### src/rtl/fillwr_pkg.sv
package fillwr_pkg;
  localparam int CPU_AW = 16;
  localparam int PPU_AW = 14;
  localparam int FILL_W = 8;

  typedef enum logic [2:0] {
    RG_PLAY,   // 0x0000-0x0FFF playfield patterns
    RG_SPR,    // 0x1000-0x1FFF sprite bank window
    RG_NTHI,   // 0x2000-0x2FFF name tables
    RG_NTMIR,  // 0x3000-0x3EFF name-table mirror
    RG_PAL     // 0x3F00-0x3FFF palette
  } vregion_e;

  function automatic vregion_e region_of(input logic [PPU_AW-1:0] a);
    case (a[13:12])
      2'b00: return RG_PLAY;
      2'b01: return RG_SPR;
      2'b10: return RG_NTHI;
      default: return (a[11:8] == 4'hF) ? RG_PAL : RG_NTMIR;
    endcase
  endfunction

  function automatic logic [FILL_W-1:0] fill_byte(input logic [CPU_AW-1:0] a);
    return a[11:4];
  endfunction

  function automatic logic is_capture(input logic [CPU_AW-1:0] a);
    return (a[15:13] == 3'b001) && (a[3:0] == 4'h7) && (fill_byte(a) != '0);
  endfunction

  function automatic logic nt_sel_bit(input logic [PPU_AW-1:0] a, input logic mir_h);
    return mir_h ? a[11] : a[10];
  endfunction
endpackage

### src/rtl/fillwr_capture.sv
module fillwr_capture
  import fillwr_pkg::*;
(
  input  logic              clk,
  input  logic              rst_n,
  input  logic              cpu_wr,
  input  logic [CPU_AW-1:0] cpu_addr,
  input  logic              ppu_wr,
  output logic              pend_q,
  output logic [FILL_W-1:0] pend_val
);
  logic cap_hit;
  assign cap_hit = cpu_wr && is_capture(cpu_addr);

  always_ff @(posedge clk) begin
    if (!rst_n) begin
      pend_q   <= 1'b0;
      pend_val <= '0;
    end else if (cap_hit) begin
      pend_q   <= 1'b1;
      pend_val <= fill_byte(cpu_addr);
    end else if (ppu_wr) begin
      pend_q   <= 1'b0;
    end
  end
endmodule

### src/rtl/fillwr_steer.sv
module fillwr_steer
  import fillwr_pkg::*;
#(
  parameter int BANK_W = 7,
  parameter int PAGE_W = 12,
  localparam int GAW   = BANK_W + PAGE_W
) (
  input  logic              ppu_wr,
  input  logic              ppu_rd,
  input  logic [PPU_AW-1:0] ppu_addr,
  input  logic [FILL_W-1:0] ppu_wdata,
  input  logic [BANK_W-1:0] spr_bank,
  input  logic              nt_mirror_h,
  input  logic              fill_gram_en,
  input  logic              pend_q,
  input  logic [FILL_W-1:0] pend_val,
  output logic [GAW-1:0]    gram_addr,
  output logic [FILL_W-1:0] gram_wdata,
  output logic              gram_we,
  output logic              gram_oe,
  output logic              ntram_ce,
  output logic              fill_fire
);
  vregion_e         rg;
  logic [GAW-1:0]   spr_ga;
  logic [GAW-1:0]   nt_ga;
  logic             acc;

  assign rg     = region_of(ppu_addr);
  assign spr_ga = {spr_bank, ppu_addr[PAGE_W-1:0]};
  assign acc    = ppu_wr || ppu_rd;

  always_comb begin
    nt_ga     = '0;
    nt_ga[10] = nt_sel_bit(ppu_addr, nt_mirror_h);
    nt_ga[9:0] = ppu_addr[9:0];
  end

  always_comb begin
    gram_addr  = '0;
    gram_wdata = '0;
    gram_we    = 1'b0;
    gram_oe    = 1'b0;
    ntram_ce   = 1'b0;
    fill_fire  = 1'b0;
    case (rg)
      RG_SPR: begin
        gram_addr  = spr_ga;
        gram_wdata = ppu_wdata;
        gram_we    = ppu_wr;
        gram_oe    = ppu_rd;
      end
      RG_NTHI: begin
        ntram_ce = acc;
        if (ppu_wr && pend_q) begin
          fill_fire  = 1'b1;
          gram_addr  = nt_ga;
          gram_wdata = pend_val;
          gram_we    = fill_gram_en;
        end
      end
      RG_NTMIR: begin
        if (ppu_wr && pend_q) begin
          fill_fire  = 1'b1;
          gram_addr  = spr_ga;
          gram_wdata = pend_val;
          gram_we    = 1'b1;
        end else begin
          ntram_ce = acc;
        end
      end
      default: ;
    endcase
  end
endmodule

### src/rtl/fillwr_top.sv
module fillwr_top
  import fillwr_pkg::*;
#(
  parameter int BANK_W = 7,
  parameter int PAGE_W = 12,
  localparam int GAW   = BANK_W + PAGE_W
) (
  input  logic              clk,
  input  logic              rst_n,
  input  logic              cpu_wr,
  input  logic [15:0]       cpu_addr,
  input  logic              ppu_wr,
  input  logic              ppu_rd,
  input  logic [13:0]       ppu_addr,
  input  logic [7:0]        ppu_wdata,
  input  logic [BANK_W-1:0] spr_bank,
  input  logic              nt_mirror_h,
  input  logic              fill_gram_en,
  output logic [GAW-1:0]    gram_addr,
  output logic [7:0]        gram_wdata,
  output logic              gram_we,
  output logic              gram_oe,
  output logic              ntram_ce
);
  logic              pend_q;
  logic [FILL_W-1:0] pend_val;
  logic              fill_fire;

  fillwr_capture u_cap (
    .clk(clk), .rst_n(rst_n), .cpu_wr(cpu_wr), .cpu_addr(cpu_addr),
    .ppu_wr(ppu_wr), .pend_q(pend_q), .pend_val(pend_val)
  );

  fillwr_steer #(.BANK_W(BANK_W), .PAGE_W(PAGE_W)) u_steer (
    .ppu_wr(ppu_wr), .ppu_rd(ppu_rd), .ppu_addr(ppu_addr), .ppu_wdata(ppu_wdata),
    .spr_bank(spr_bank), .nt_mirror_h(nt_mirror_h), .fill_gram_en(fill_gram_en),
    .pend_q(pend_q), .pend_val(pend_val),
    .gram_addr(gram_addr), .gram_wdata(gram_wdata), .gram_we(gram_we),
    .gram_oe(gram_oe), .ntram_ce(ntram_ce), .fill_fire(fill_fire)
  );
endmodule

### config.mk
export PLATFORM = sky130hd
export DESIGN_NAME = fillwr_top
export DESIGN_NICKNAME = d
export VERILOG_FILES = /design/src/rtl/fillwr_pkg.sv /design/src/rtl/fillwr_capture.sv /design/src/rtl/fillwr_steer.sv /design/src/rtl/fillwr_top.sv
export SDC_FILE = /design/constraint.sdc
export NUM_CORES = 1
export LEC_CHECK = 0
export BUFFER_PORTS_ARGS = -buffer_cell sky130_fd_sc_hd__buf_2
export CORE_ASPECT_RATIO = 1.2
export CORE_MARGIN = 2
export CORE_UTILIZATION = 23
export DETAILED_ROUTE_END_ITERATION = 8
export PLACE_DENSITY = 0.69
export SYNTH_ARGS = -nofsm -noshare
export SYNTH_HDL_FRONTEND = slang
export SYNTH_SLANG_ARGS = --single-unit
export TNS_END_PERCENT = 100
### constraint.sdc
create_clock -name clk -period 1.5 [get_ports clk]
set_input_delay 0.075 -clock clk [delete_from_list [all_inputs] [get_ports clk]]
set_output_delay 0.075 -clock clk [all_outputs]
set_load 0.02 [all_outputs]
Yosys cells after proc, flatten, opt, wreduce, memory -nomap -nowiden
Index checks and enable logic that the tools add are counted.
Storage, ports and cells
  output and inout bits: 30
  input bits: 52
  flip-flop bits (word level): 9
Operators by class
  reduce and logical (&&, ||, !) cells: 9
  mux-type cells: 16
  eq/ne operators: 8
Operators by type and width (number)
  $pmux W19 S3: 1
  $mux W19: 1
  $pmux W8 S2: 1
  $mux W11: 1
  $pmux W3 S3: 1
  $mux W8: 1
  $reduce_bool A8 Y1: 1
  $mux W1: 7
  $eq A3 B1 Y1 const B: 2
  $eq A3 B2 Y1 const B: 2
  $eq A4 B3 Y1 const B: 1
  $eq A4 B4 Y1 const B: 1
  $logic_and A1 B1 Y1: 4
  $mux W3: 1
  $pmux W1 S3: 1
  $eq A2 B1 Y1 const B: 1
  $eq A2 B2 Y1 const B: 1
  $logic_not A2 Y1: 1
  $pmux W1 S2: 1
  $reduce_bool A2 Y1: 1
  $reduce_or A2 Y1: 1
  $logic_or A1 B1 Y1: 1

Depth between registers and ports, before layout
  depth after elaboration: 6
  mapped depth: 4
  gate-level depth less buffers: 3

Hierarchy
From an unflattened synthesis, not the netlist that was laid out.
Second synthesis, totals
  cells, all modules: 95
  area total of the unflattened synthesis: 792.0 µm²
By module, submodules not included
  fillwr_steer: cells each 52, times used 1, area each 397.9 µm²
  fillwr_capture: cells each 43, times used 1, area each 394.1 µm²

Worst setup path before layout
OpenSTA, ideal clock, no wires.
  path type: register to output
  from: register u_cap.pend_q
  to: output port gram_addr[10]
  data arrival time: 1.113 ns
  cell stages (with the launch flop): 4
  setup slack: 0.312 ns
  path buffers: 0
  cell sequence: dfxtp_1 nand2_1 o21a_1 o21ai_0
Between the ends
  word-level cells in the longest chain between the ends: 3
RTL lines
  start, declared: RTL line fillwr_capture.sv:9  | output logic pend_q,
  start signal, assigned: RTL line fillwr_capture.sv:17  | pend_q <= 1'b0;
  start signal, assigned: RTL line fillwr_capture.sv:20  | pend_q <= 1'b1;
  start signal, assigned: RTL line fillwr_capture.sv:23  | pend_q <= 1'b0;
  $logic_and A1 B1 Y1 *: RTL line fillwr_steer.sv:55, fillwr_steer.sv:63
  $mux W19 or $mux W11 (tied branches): RTL line fillwr_steer.sv:63, fillwr_steer.sv:55
  $pmux W19 S3 *: RTL line fillwr_steer.sv:46  | case (rg)
  end, declared: RTL line fillwr_top.sv:19  | output logic [GAW-1:0] gram_addr,
Mark *: on every way between the ends. The rest lies on a longest branch, timed or not.

Worst setup path in the final report
  from: register u_cap.pend_q
  to: output port gram_addr[15]
Between the ends
  word-level cells in the longest chain between the ends: 3
RTL lines
  $logic_and A1 B1 Y1: RTL line fillwr_steer.sv:63  | if (ppu_wr && pend_q) begin
  $mux W19: RTL line fillwr_steer.sv:63
  $pmux W19 S3: RTL line fillwr_steer.sv:46
Every way passes these cells.

==> results by group <==
Setup path
  – Crit path to: gram_addr[15]
  – Slowest CP cell: dfxtp_1
  – Worst setup path startpoint: u_cap.pend_q
  – CP max FO: 9
  – CP max stage delay: 360 ps
  – Crit. path cell count: 4
  – Worst Path Buf+Inv: 1
  – Reg-to-reg setup timing slack: between 700 and 800 ps
  – CP Data Required Time: roughly 1400 ps
  – Reg2reg end: u_cap.pend_q
  – Critical-path cell list: nand2_1 -> o21a_2 -> and3b_1 -> buf_2
  – Worst Path Arrival: between 1000 and 1500 ps
  – Crit Path Category: register to primary output
  – CP endpoint kind: primary output
  – Top Family by Delay on Critical Path: flip-flops
  – R2R depth: 2
  – Crit start category: register
  – FF-to-FF Start: u_cap.pend_q

Synthesis
  – Count leader, synth: nand2_1
  – Synth top area share: about 23%
  – Flops & latches, synth: 9
  – Sequential area share after synthesis: around 23%
  – Mapped Area: between 700 and 800 um^2
  – Synthesized area per cell: 8.57 um^2
  – Cells after synthesis: just over 90
  – Top cells by area, synth: dfxtp_1 23%, o21a_1 12%, mux2i_1 10%, and3b_1 10%, nand2_1 9.6%
  – Post-synth EDFFs: 0
  – Mapped Nets: 143
  – Unique masters post-synth: 22
  – Commonest cells post-synth: 20 x nand2_1, 12 x o21a_1, 9 x and3b_1, 9 x dfxtp_1
  – Area leader, netlist: dfxtp_1
  – Synth Warn #: 0
  – Most common flop cell mapped by yosys: dfxtp_1
  – Asr flop ratio synth: 0%

Timing
  – Final Cycle Share: between 90% and 100%
  – Setup TNS: 0 ps
  – # setup viols final: 0
  – Final min period: about 1400 ps
  – RSZ-0062 raised after global routing: false
  – Worst-margin pin slew: 562 ps
  – Final hold vios: 0
  – Slew Limit Fails: 0
  – Fin Clk Skew: 0 ps
  – Max Fclk: 0.725 GHz
  – Max-slew headroom: a little over three fifths

Clocking
  – Worst-Skew Late Latency: ~230 ps
  – H-tree depth: 1
  – CTS clk-pin slew, worst paths: approximately 40 ps
  – CTS Buf Count: 3
  – Root Driver: clkbuf_8
  – CTS tree: built
  – CTS Buffer Depth: 2
  – Clock sinks: 9

Pwr
  – Worst vdd ir: between 0.0003 and 0.0004 V
  – Leakage: about 0.69 nW
  – P per Cell Area: 576 nW/um^2

Routing
  – Post-route ant nets: 0
  – Drt wl/cell: 11.0 um
  – Vias per cell: between 4 and 5
  – Vias: approximately 1,000
  – Detailed Routing Iterations Pass 1: 4
  – WL final: between 2000 and 2500 um
  – 1st-iter DRT viols: 31
  – Post-route DRC: 0

Layout
  – Finished Core Util: 39.4%
  – P&R area growth vs syn: 65.8%
  – Antenna Cells: 0
  – Fillers: 330
  – Nets: 227
  – Layout cells sized above 1: between 50% and 60%
  – Post-Layout Cell Count: 211
  – Area of the multi-input gates: roughly 580 um^2
  – FF/Latch Area: ~180 um^2

Run status
  – Status: finished clean

Die
  – DIE HEIGHT: 67.8 um
  – Die area: just under 4000 um^2
  – Starting Density: about a quarter
  – Row cnt: 23
  – CORE AREA: between 3000 and 4000 um^2
  – Die W: between 50 and 60 um
  – I/O pin cnt: between 80 and 90

Global route
  – GRT Total Usage: 11.5%
  – Largest net degree at the start of global routing: 18
  – Initial antenna violation count: 0
  – Gr ovfl total: 0
  – First-pass GRT wire length: 3530 um
  – Vias in the first global route: a little over 800

Worst hold path
  – Min-delay worst type: input pin to register
  – Worst Hold Depth: 3

Place
  – HPWL after DPL: 1930 um
  – Port bufs: 80
  – Cells after DPL: a little over 200
  – Gpl congestion: ~0.73

Job
  – Max Cap Viol: 0
-- layout make-up --
cell class,count,share of cell area [%]
multi-input combinational,76,44.8
timing repair buffer,85,34.2
sequential,9,13.9
tap,37,3.58
clock buffer,4,3.48
-- state kept, by name, indices dropped and copies added, names as in the netlist --
register,flops
u_cap.pend_val,8
u_cap.pend_q,1
-- power by group --
group	total, mW	switching [mW]	internal [mW]
Combinational	0.226	0.118	0.108
Clock	0.278	0.0927	0.185
Sequential	0.241	0.000374	0.241
-- per-layer routing --
| layer | global-route usage, % | up-vias | part of all wire, % |
|---|---|---|---|
| met3 | 3.64 | 3 | 15 |
| met5 | 0 | - | 0 |
| met1 | 13.1 | 415 | 41 |
| met2 | 20.0 | 78 | 42 |
| li1 | - | 505 | - |
| met4 | 4.36 | 0 | 1.2 |
-- worst reg2reg max path: stages, from the launching register on --
cell,delay [ps]
dfxtp_1,320
nor2b_1,140
o21a_1,160
-- kinds of logic after synthesis --
| logic type | share of synthesized area, % |
|---|---|
| and+or+nand+nor | 33.7 |
| AOI/OAI and AO/OA | 29.5 |
| muxes | 10.3 |
| buffers and inverters | 3.37 |
| DFF | 23.1 |
-- layout by cell type (no fill, tap or decap) --
cell and n:
buf_2 80, nand2_1 20, o21a_1 11, and3b_1 9, dfxtp_1 9, mux2i_1 8, a22o_1 8, buf_4 4
o21ai_0 3, clkbuf_8 3, nor2b_1 2, a21oi_1 2, nor4_1 2, and4_1 1, o21a_2 1, nand3_2 1
a21oi_4 1, or3_1 1, nand4_1 1, and2_1 1, nand4b_4 1, nand4bb_4 1, a211oi_4 1, o32ai_1 1
clkbuf_1 1, buf_6 1
-- metrics by stage --
stage | power, mW | instance area [um^2] | setup WS (ps) | hold slack (ps)
finish | 0.744 | 1290 | 121 | 99.0
global route | 0.783 | 1290 | 6.58 | 118
CTS | 0.749 | 1270 | 9.22 | 97.9
detailed placement | 0.471 | 1230 | 259 | 341
global placement | 0.471 | 1230 | 264 | 338
floorplan | 0.359 | 779 | 312 | 217
-- worst min path at each step --
stage                           start                end  slack (ps)
final                     cpu_addr[9]  u_cap.pend_val[5]         100
after global routing      cpu_addr[9]  u_cap.pend_val[5]         120
after CTS                 cpu_addr[9]  u_cap.pend_val[5]         100
after detailed placement  cpu_addr[9]  u_cap.pend_val[5]         340
after global placement    cpu_addr[9]  u_cap.pend_val[5]         340
after floorplan           cpu_addr[4]  u_cap.pend_val[0]         220
-- timing repair --
| item | 4_1_cts | 5_1_grt |
|---|---|---|
| hold buffers | 0 | 0 |
| setup endpoints to repair | 0 | 16 |
| gates resized for setup | 0 | 3 |
| setup buffers | 0 | 1 |
Note: power is estimated with default switching activity, not from simulation.
